<file path="src/rtl/anc_flag_pkg.sv">
package anc_flag_pkg;

    // Width of one video word.
    localparam int ANC_W = 10;
    // Length of the start pattern; the output delay equals it.
    localparam int PRE_LEN = 3;
    // Number of parallel word lanes (luma, chroma).
    localparam int NUM_LANES = 2;
    // Bits of the data count word that carry the user word count.
    localparam int CNT_W = 8;

    typedef logic [ANC_W-1:0] word_t;
    typedef logic [CNT_W-1:0] count_t;

    localparam word_t WORD_ZERO  = '0;
    localparam word_t WORD_ONES  = '1;
    // Value held by the delay stages after reset.
    localparam word_t BLANK_WORD = word_t'(10'h040);

    typedef enum logic [2:0] {
        ST_IDLE,
        ST_PRE2,
        ST_PRE3,
        ST_DID,
        ST_SDID,
        ST_DC,
        ST_USER,
        ST_CS
    } pstate_e;

    typedef struct packed {
        pstate_e st;
        count_t  left;
    } parse_t;

    localparam parse_t PARSE_RESET = '{st: ST_IDLE, left: '0};

    // True when three consecutive words (oldest first) form the start pattern.
    function automatic logic is_start(input word_t w_old, input word_t w_mid, input word_t w_new);
        return (w_old == WORD_ZERO) && (w_mid == WORD_ONES) && (w_new == WORD_ONES);
    endfunction

endpackage

</file>
<file path="src/rtl/anc_word_delay.sv">
module anc_word_delay
    import anc_flag_pkg::*;
#(
    parameter int DEPTH = PRE_LEN
) (
    input  logic                  clk,
    input  logic                  rst,
    input  word_t                 din,
    output logic [DEPTH-1:0][ANC_W-1:0] taps
);

    // Stage 0 holds the newest word, stage DEPTH-1 the oldest.
    always_ff @(posedge clk) begin
        if (rst) taps[0] <= BLANK_WORD;
        else     taps[0] <= din;
    end

    for (genvar s = 1; s < DEPTH; s++) begin : g_stage
        always_ff @(posedge clk) begin
            if (rst) taps[s] <= BLANK_WORD;
            else     taps[s] <= taps[s-1];
        end

        // each stage passes its neighbour's word on one clock later
        a_r1_stage_shift: assert property (@(posedge clk) disable iff (rst)
            !$past(rst) |-> taps[s] == $past(taps[s-1]));
    end

    a_r1_first_stage: assert property (@(posedge clk) disable iff (rst)
        !$past(rst) |-> taps[0] == $past(din));

endmodule

</file>
<file path="src/rtl/anc_packet_parser.sv">
module anc_packet_parser
    import anc_flag_pkg::*;
(
    input  logic  clk,
    input  logic  rst,
    input  word_t now_word,   // word entering the block this cycle
    input  word_t look_word,  // word one clock older
    input  word_t cand_word,  // word being classified (two clocks older)
    input  word_t out_word,   // word currently on the delayed output
    output logic  flag
);

    parse_t cur, nxt;
    logic   mark;

    // Classify the candidate word; the two newer words give the lookahead
    // needed to confirm a start pattern on its first word.
    always_comb begin
        nxt  = cur;
        mark = 1'b0;
        unique case (cur.st)
            ST_IDLE: begin
                if (is_start(cand_word, look_word, now_word)) begin
                    mark   = 1'b1;
                    nxt.st = ST_PRE2;
                end
            end
            ST_PRE2: begin
                mark   = 1'b1;
                nxt.st = ST_PRE3;
            end
            ST_PRE3: begin
                mark   = 1'b1;
                nxt.st = ST_DID;
            end
            ST_DID: begin
                mark   = 1'b1;
                nxt.st = ST_SDID;
            end
            ST_SDID: begin
                mark   = 1'b1;
                nxt.st = ST_DC;
            end
            ST_DC: begin
                mark     = 1'b1;
                nxt.left = cand_word[CNT_W-1:0];
                nxt.st   = (cand_word[CNT_W-1:0] == '0) ? ST_CS : ST_USER;
            end
            ST_USER: begin
                mark     = 1'b1;
                nxt.left = cur.left - count_t'(1);
                nxt.st   = (cur.left == count_t'(1)) ? ST_CS : ST_USER;
            end
            ST_CS: begin
                mark   = 1'b1;
                nxt.st = ST_IDLE;
            end
            default: begin
                nxt = PARSE_RESET;
            end
        endcase
    end

    always_ff @(posedge clk) begin
        if (rst) begin
            cur  <= PARSE_RESET;
            flag <= 1'b0;
        end else begin
            cur  <= nxt;
            flag <= mark;
        end
    end

    // a flag only rises when the start word reaches the output
    a_r2_rise_on_start_word: assert property (@(posedge clk) disable iff (rst)
        $rose(flag) |-> out_word == WORD_ZERO);

    // the checksum word is still covered by the flag
    a_r2_checksum_covered: assert property (@(posedge clk) disable iff (rst)
        cur.st == ST_CS |=> flag);

    // a user word phase never runs with an exhausted count
    a_r3_count_live: assert property (@(posedge clk) disable iff (rst)
        cur.st == ST_USER |-> cur.left != '0);

    // user data cannot send the parser back into a start pattern
    a_r6_payload_no_restart: assert property (@(posedge clk) disable iff (rst)
        cur.st == ST_USER |=> (cur.st == ST_USER || cur.st == ST_CS));

endmodule

</file>
<file path="src/rtl/anc_flag_gen.sv">
module anc_flag_gen
    import anc_flag_pkg::*;
(
    input  logic             clk,
    input  logic             rst,
    input  logic             sd_mode,
    input  logic             mux10,
    input  logic [ANC_W-1:0] y_in,
    input  logic [ANC_W-1:0] c_in,
    output logic [ANC_W-1:0] y_out,
    output logic [ANC_W-1:0] c_out,
    output logic             y_flag,
    output logic             c_flag
);

    localparam int LUMA   = 0;
    localparam int CHROMA = 1;

    logic [NUM_LANES-1:0][ANC_W-1:0] lane_in;
    logic [NUM_LANES-1:0][ANC_W-1:0] lane_out;
    logic [NUM_LANES-1:0]            lane_flag;

    assign lane_in[LUMA]   = y_in;
    assign lane_in[CHROMA] = c_in;

    for (genvar g = 0; g < NUM_LANES; g++) begin : g_lane
        logic [PRE_LEN-1:0][ANC_W-1:0] taps;

        anc_word_delay #(.DEPTH(PRE_LEN)) u_delay (
            .clk  (clk),
            .rst  (rst),
            .din  (lane_in[g]),
            .taps (taps)
        );

        anc_packet_parser u_parser (
            .clk       (clk),
            .rst       (rst),
            .now_word  (lane_in[g]),
            .look_word (taps[0]),
            .cand_word (taps[1]),
            .out_word  (taps[PRE_LEN-1]),
            .flag      (lane_flag[g])
        );

        assign lane_out[g] = taps[PRE_LEN-1];
    end

    // In standard-definition multiplexed format one stream carries all
    // packets, so its flag is reported on both outputs.
    logic shared_stream;
    assign shared_stream = sd_mode & mux10;

    assign y_out  = lane_out[LUMA];
    assign c_out  = lane_out[CHROMA];
    assign y_flag = lane_flag[LUMA];
    assign c_flag = shared_stream ? lane_flag[LUMA] : lane_flag[CHROMA];

endmodule

</file>
<file path="config.mk">
export PLATFORM = sky130hd
export DESIGN_NAME = anc_flag_gen
export DESIGN_NICKNAME = d
export VERILOG_FILES = /design/src/rtl/anc_flag_pkg.sv /design/src/rtl/anc_word_delay.sv /design/src/rtl/anc_packet_parser.sv /design/src/rtl/anc_flag_gen.sv
export SDC_FILE = /design/constraint.sdc
export NUM_CORES = 1
export LEC_CHECK = 0
export BUFFER_PORTS_ARGS = -buffer_cell sky130_fd_sc_hd__buf_2
export CELL_PAD_IN_SITES_DETAIL_PLACEMENT = 2
export CELL_PAD_IN_SITES_GLOBAL_PLACEMENT = 2
export CORE_ASPECT_RATIO = 0.6
export CORE_UTILIZATION = 36
export CTS_CLUSTER_SIZE = 30
export DETAILED_ROUTE_END_ITERATION = 10
export HOLD_SLACK_MARGIN = 0.15
export PLACE_DENSITY = 0.86
export SLEW_MARGIN = 30
export SYNTH_ARGS = -nofsm -noshare
export SYNTH_HDL_FRONTEND = slang
export SYNTH_HIERARCHICAL = 1
export SYNTH_SLANG_ARGS = --single-unit
export TNS_END_PERCENT = 10
</file>
<file path="constraint.sdc">
create_clock -name clk -period 2.05 [get_ports clk]
set_clock_uncertainty 0.05 [all_clocks]
set_input_delay 0.615 -clock clk [delete_from_list [all_inputs] [get_ports clk]]
set_output_delay 0.615 -clock clk [all_outputs]
set_load 0.005 [all_outputs]
</file>
# Word level (Yosys, flattened, before mapping)
# Index checks and enable logic that the tools add are counted.
[classes]
addsub = 2
eq_ne = 22
n_mux = 15
bitwise = 1
reduce_logical = 14
[op_table]
columns = ["op", "n"]
rows = [
  ["$pmux 3 s8", 2],
  ["$eq 10x10->1 const B", 4],
  ["$pmux 8 s2", 2],
  ["$eq 3x3->1 const B", 8],
  ["$logic_not 10->1", 2],
  ["$eq 8x1->1 const B", 2],
  ["$logic_not 8->1", 2],
  ["$sub 8x1->8 const B", 2],
  ["$reduce_or 7->1", 2],
  ["$eq 3x2->1 const B", 4],
  ["$mux 1", 7],
  ["$eq 3x1->1 const B", 2],
  ["$logic_not 3->1", 2],
  ["$mux 3", 2],
  ["$logic_and 1x1->1", 4],
  ["$ne 2x1->1 const B", 2],
  ["$pmux 1 s2", 2],
  ["$reduce_bool 2->1", 2],
  ["$and 1x1->1", 1],
]
[totals]
register_bits = 84
out_inout_bits = 22

# Longest topological paths before layout
[depth]
depth_word = 5
mapped_depth = 6
ltp_nobuf = 5

# Hierarchy
# Netlist, hierarchy kept.
[modules_own_cells]
columns = ["mod", "n_inst", "cells_per_inst", "area_per_inst_um2"]
rows = [
  ["anc_packet_parser", 2, 98, 810.8],
  ["anc_word_delay", 2, 63, 809.5],
  ["anc_flag_gen", 1, 2, 18.8],
]

# Worst setup path before layout
# OpenSTA, ideal clock, no wires.
[synth_timing]
kind = "input-to-output"
from = "input sd_mode"
to = "output c_flag"
t_arrival_ns = 0.973
path_slack_ns = 0.412
path_stages = 2
path_buffers = 0
cell_sequence = "nand2_1 > mux2_4"
[synth_via]
elab_chain_len = 2
[synth_rtl]
columns = ["element", "line_no", "rtl"]
rows = [
  ["from (decl)", "anc_flag_gen.sv:6", "input logic sd_mode,"],
  ["$and 1x1->1", "anc_flag_gen.sv:52", "assign shared_stream = sd_mode & mux10;"],
  ["$mux 1", "anc_flag_gen.sv:57", "assign c_flag = shared_stream ? lane_flag[LUMA] : lane_flag[CHROMA];"],
  ["to (decl)", "anc_flag_gen.sv:13", "output logic c_flag"],
]
# No other way between the ends.

# Final worst setup path
[layout_timing]
from = "register g_lane[0].u_parser/cur[1] (netlist name)"
to = "register g_lane[0].u_parser/cur[1] (netlist name)"
[layout_via]
elab_chain_len = 2
[layout_rtl]
columns = ["element", "line_no", "rtl"]
rows = [
  ["from (decl)", "anc_packet_parser.sv:13", "parse_t cur, nxt;"],
  ["from (signal assigned)", "anc_packet_parser.sv:69", "cur <= nxt;"],
  ["$sub 8x1->8", "anc_packet_parser.sv:51", "nxt.left = cur.left - count_t'(1);"],
  ["$pmux 8 s2", "anc_packet_parser.sv:21", "unique case (cur.st)"],
]
# No other way between the ends.
# A chain may end at the register's enable or synchronous reset.

==> results by group <==
Synth
  • Top cell type's share of synthesized area: 0.516
  • Seq/Total Area, Yosys: 0.516
  • Synthesized area: 3260 um^2
  • Synth top area cells: dfxtp_1 (52%), nor2b_1 (11%), nor4_4 (2.6%), a21oi_1 (2.5%), nor2_1 (2.3%)
  • Post-synth cell types: 39
  • Total number of yosys warnings: 6
  • Syn nets: 352
  • Avg Inst Size Synth: 10.1 um^2
  • Number of synthesized register bits: 84
  • Mapped Cells: 324
  • Synth area leader: dfxtp_1

Clocking
  • Clock latency on the worst-skew pair: 330 ps
  • H-tree depth: 3
  • Number of clock sinks: 84
  • Root buf cell: clkbuf_16
  • Num CTS Buffers: 9
  • Clk slew on worst S/H paths: 60 ps
  • CTS tree: done
  • CTS Buffer Depth: 2
  • Hold bufs inserted after CTS: 0

Placed design
  • Buffers on Ports: 45
  • Setup WS pre-CTS: 164 ps
  • Post-DP HPWL: 6.60 mm
  • Placer Congestion: 0.769

Timing
  • Final setup viols: 0
  • Setup TNS: 0 ps
  • Fin worst setup slack: 124 ps
  • RSZ-0062 raised after global routing: false
  • Slew Limit Fails: 0
  • Fmax: 0.519 GHz
  • Final period util: 0.939
  • Tightest Pin Transition: 686 ps
  • Final Hold Viols: 0
  • Hold slack: 400 ps
  • Min cycle time layout: 1930 ps
  • Rel. slew slack: 0.538

Critical path
  • Crit end category: flop
  • CP startpoint kind: flop
  • Critical path fanouts, max: 8
  • Crit Path Category: flop to flop
  • Crit path DAT: 2060 ps
  • Worst Path Required: 2180 ps

Global route
  • Global-route wire length before repair: 15.1 mm
  • Vias in the first global route: 2,659
  • Pin count of the biggest net entering global routing: 48
  • Initial antenna violation count: 0
  • Grt total ovfl: 0
  • GR Util All Layers: 0.216

Outcome
  • Status: finished, violations left
  • Failing checks: design-rule violations

Power
  • Maximum vdd drop: 0.000604 V
  • Leakage: 1.60 nW
  • Pwr Density: 1100 nW/um^2
  • Pwr Total: 0.00437 W

Route
  • Via count: 2,562
  • Post-route antenna net violation count: 0
  • Drt first pass iters: 7
  • Iter 0 DRT Violations: 118
  • WL final: 9.59 mm
  • WL per Instance: 19.5 um
  • Vias per cell: 5.22
  • DRC: 4

Final layout
  • Syn-to-layout area delta: 21.8%
  • Total Nets Final: 402
  • Share of layout cells above drive strength 1: 0.222
  • Commonest cells after routing, fill and taps aside: dfxtp_1 (84), nor2b_1 (56), buf_2 (45)
  • Commonest non-fill, non-tap cell in the layout: dfxtp_1
  • Diodes inserted: 0

Floorplan
  • Die X: 125 um
  • Core footprint: 8650 um^2
  • Num rows: 26
  • Die Span Y: 75.7 um
  • I/O Pins: 46
  • Die Footprint: 9450 um^2
  • Initial Utilization: 0.377

Job
  • Max-Cap Viols: 0

Min path
  • HP Class: flop to flop
-- worst paths after layout --
path	start	slack, ps	to	depth (start not counted)
worst max-delay path	g_lane[0].u_parser/cur[1]	120	g_lane[0].u_parser/cur[1]	5
worst max register to register	g_lane[0].u_parser/cur[1]	120	g_lane[0].u_parser/cur[1]	5
worst min-delay path	g_lane[0].u_delay/taps[6]	400	g_lane[0].u_delay/taps[16]	1
worst min register to register	g_lane[0].u_delay/taps[6]	400	g_lane[0].u_delay/taps[16]	1
-- layer usage --
layer  GRT usage  vias to the layer above  share of wire
met5           0                        -              0
met4      0.0854                        0          0.019
met3      0.0449                       13          0.030
met2       0.353                       55           0.46
met1       0.286                     1267           0.49
li1            -                     1227              -
-- sequential cells by signal, summed over array words and instances (netlist names) --
signal,cells
g_lane.u_delay/taps,60
g_lane.u_parser/flag,2
g_lane.u_parser/cur,22
-- logic make-up (layout without fill, tap and decap cells) --
kind of cell / after synthesis / count (layout) / synth area share
multiplexers: 3 / 3 / 0.0115
adder cells (fa/ha/maj): 4 / 4 / 0.0154
AND/OR/NAND/NOR: 147 / 147 / 0.285
buffers and inverters: 22 / 77 / 0.0338
XOR/XNOR: 10 / 10 / 0.0269
AO/OA/AOI/OAI: 54 / 54 / 0.111
flip-flops: 84 / 84 / 0.516
-- per-stage QoR --
step	std cells	utilization	instance area, um^2
detailed placement	475	0.420	3640
global route	491	0.459	3970
CTS	491	0.459	3970
finish	491	0.459	3970
global placement	475	0.420	3640
floorplan	324	-	3260
-- cells in the mapped netlist (all sizes together) --
cell type	instances
ha	4
xor2	8
a2111oi	4
nand4	8
nor2	20
a31oi	2
nand3b	4
nand4bb	2
nor4	10
nand2b	2
nand2	19
o21ai	10
a22o	2
or4	4
mux2	3
xnor2	2
o2bb2ai	2
nor4b	4
a21oi	16
nor2b	56
clkbuf	4
inv	6
a211oi	2
dfxtp	84
o22ai	6
a22oi	6
o211ai	2
or3b	2
nor3	4
or2	8
and3b	2
nand3	2
buf	12
a21o	2
-- critical path, cell delays in order, from the launching register on --
cell,delay [ps]
dfxtp_1,510
inv_1,130
ha_1,290
a31oi_1,220
nor2_1,90
a2111oi_1,480
-- final cells by class --
type / instances / area, um^2
Fill cell: 906 / 4680
Sequential cell: 84 / 1680
Multi-Input combinational cell: 218 / 1470
Timing Repair Buffer: 55 / 325
Clock buffer: 10 / 239
Tap cell: 112 / 140
Clock inverter: 6 / 93.8
Inverter: 6 / 22.5
-- timing repair --
item / 4_1_cts / 5_1_grt
gates resized for setup: 1 / 0
setup buffers: 0 / 0
setup endpoints to repair: 1 / 0
-- power breakdown --
part | switching (W) | internal [W]
Sequential | 0.000115 | 0.00174
Combinational | 0.000418 | 0.000322
Clock | 0.000666 | 0.00111
(Power assumes the default switching activity.)
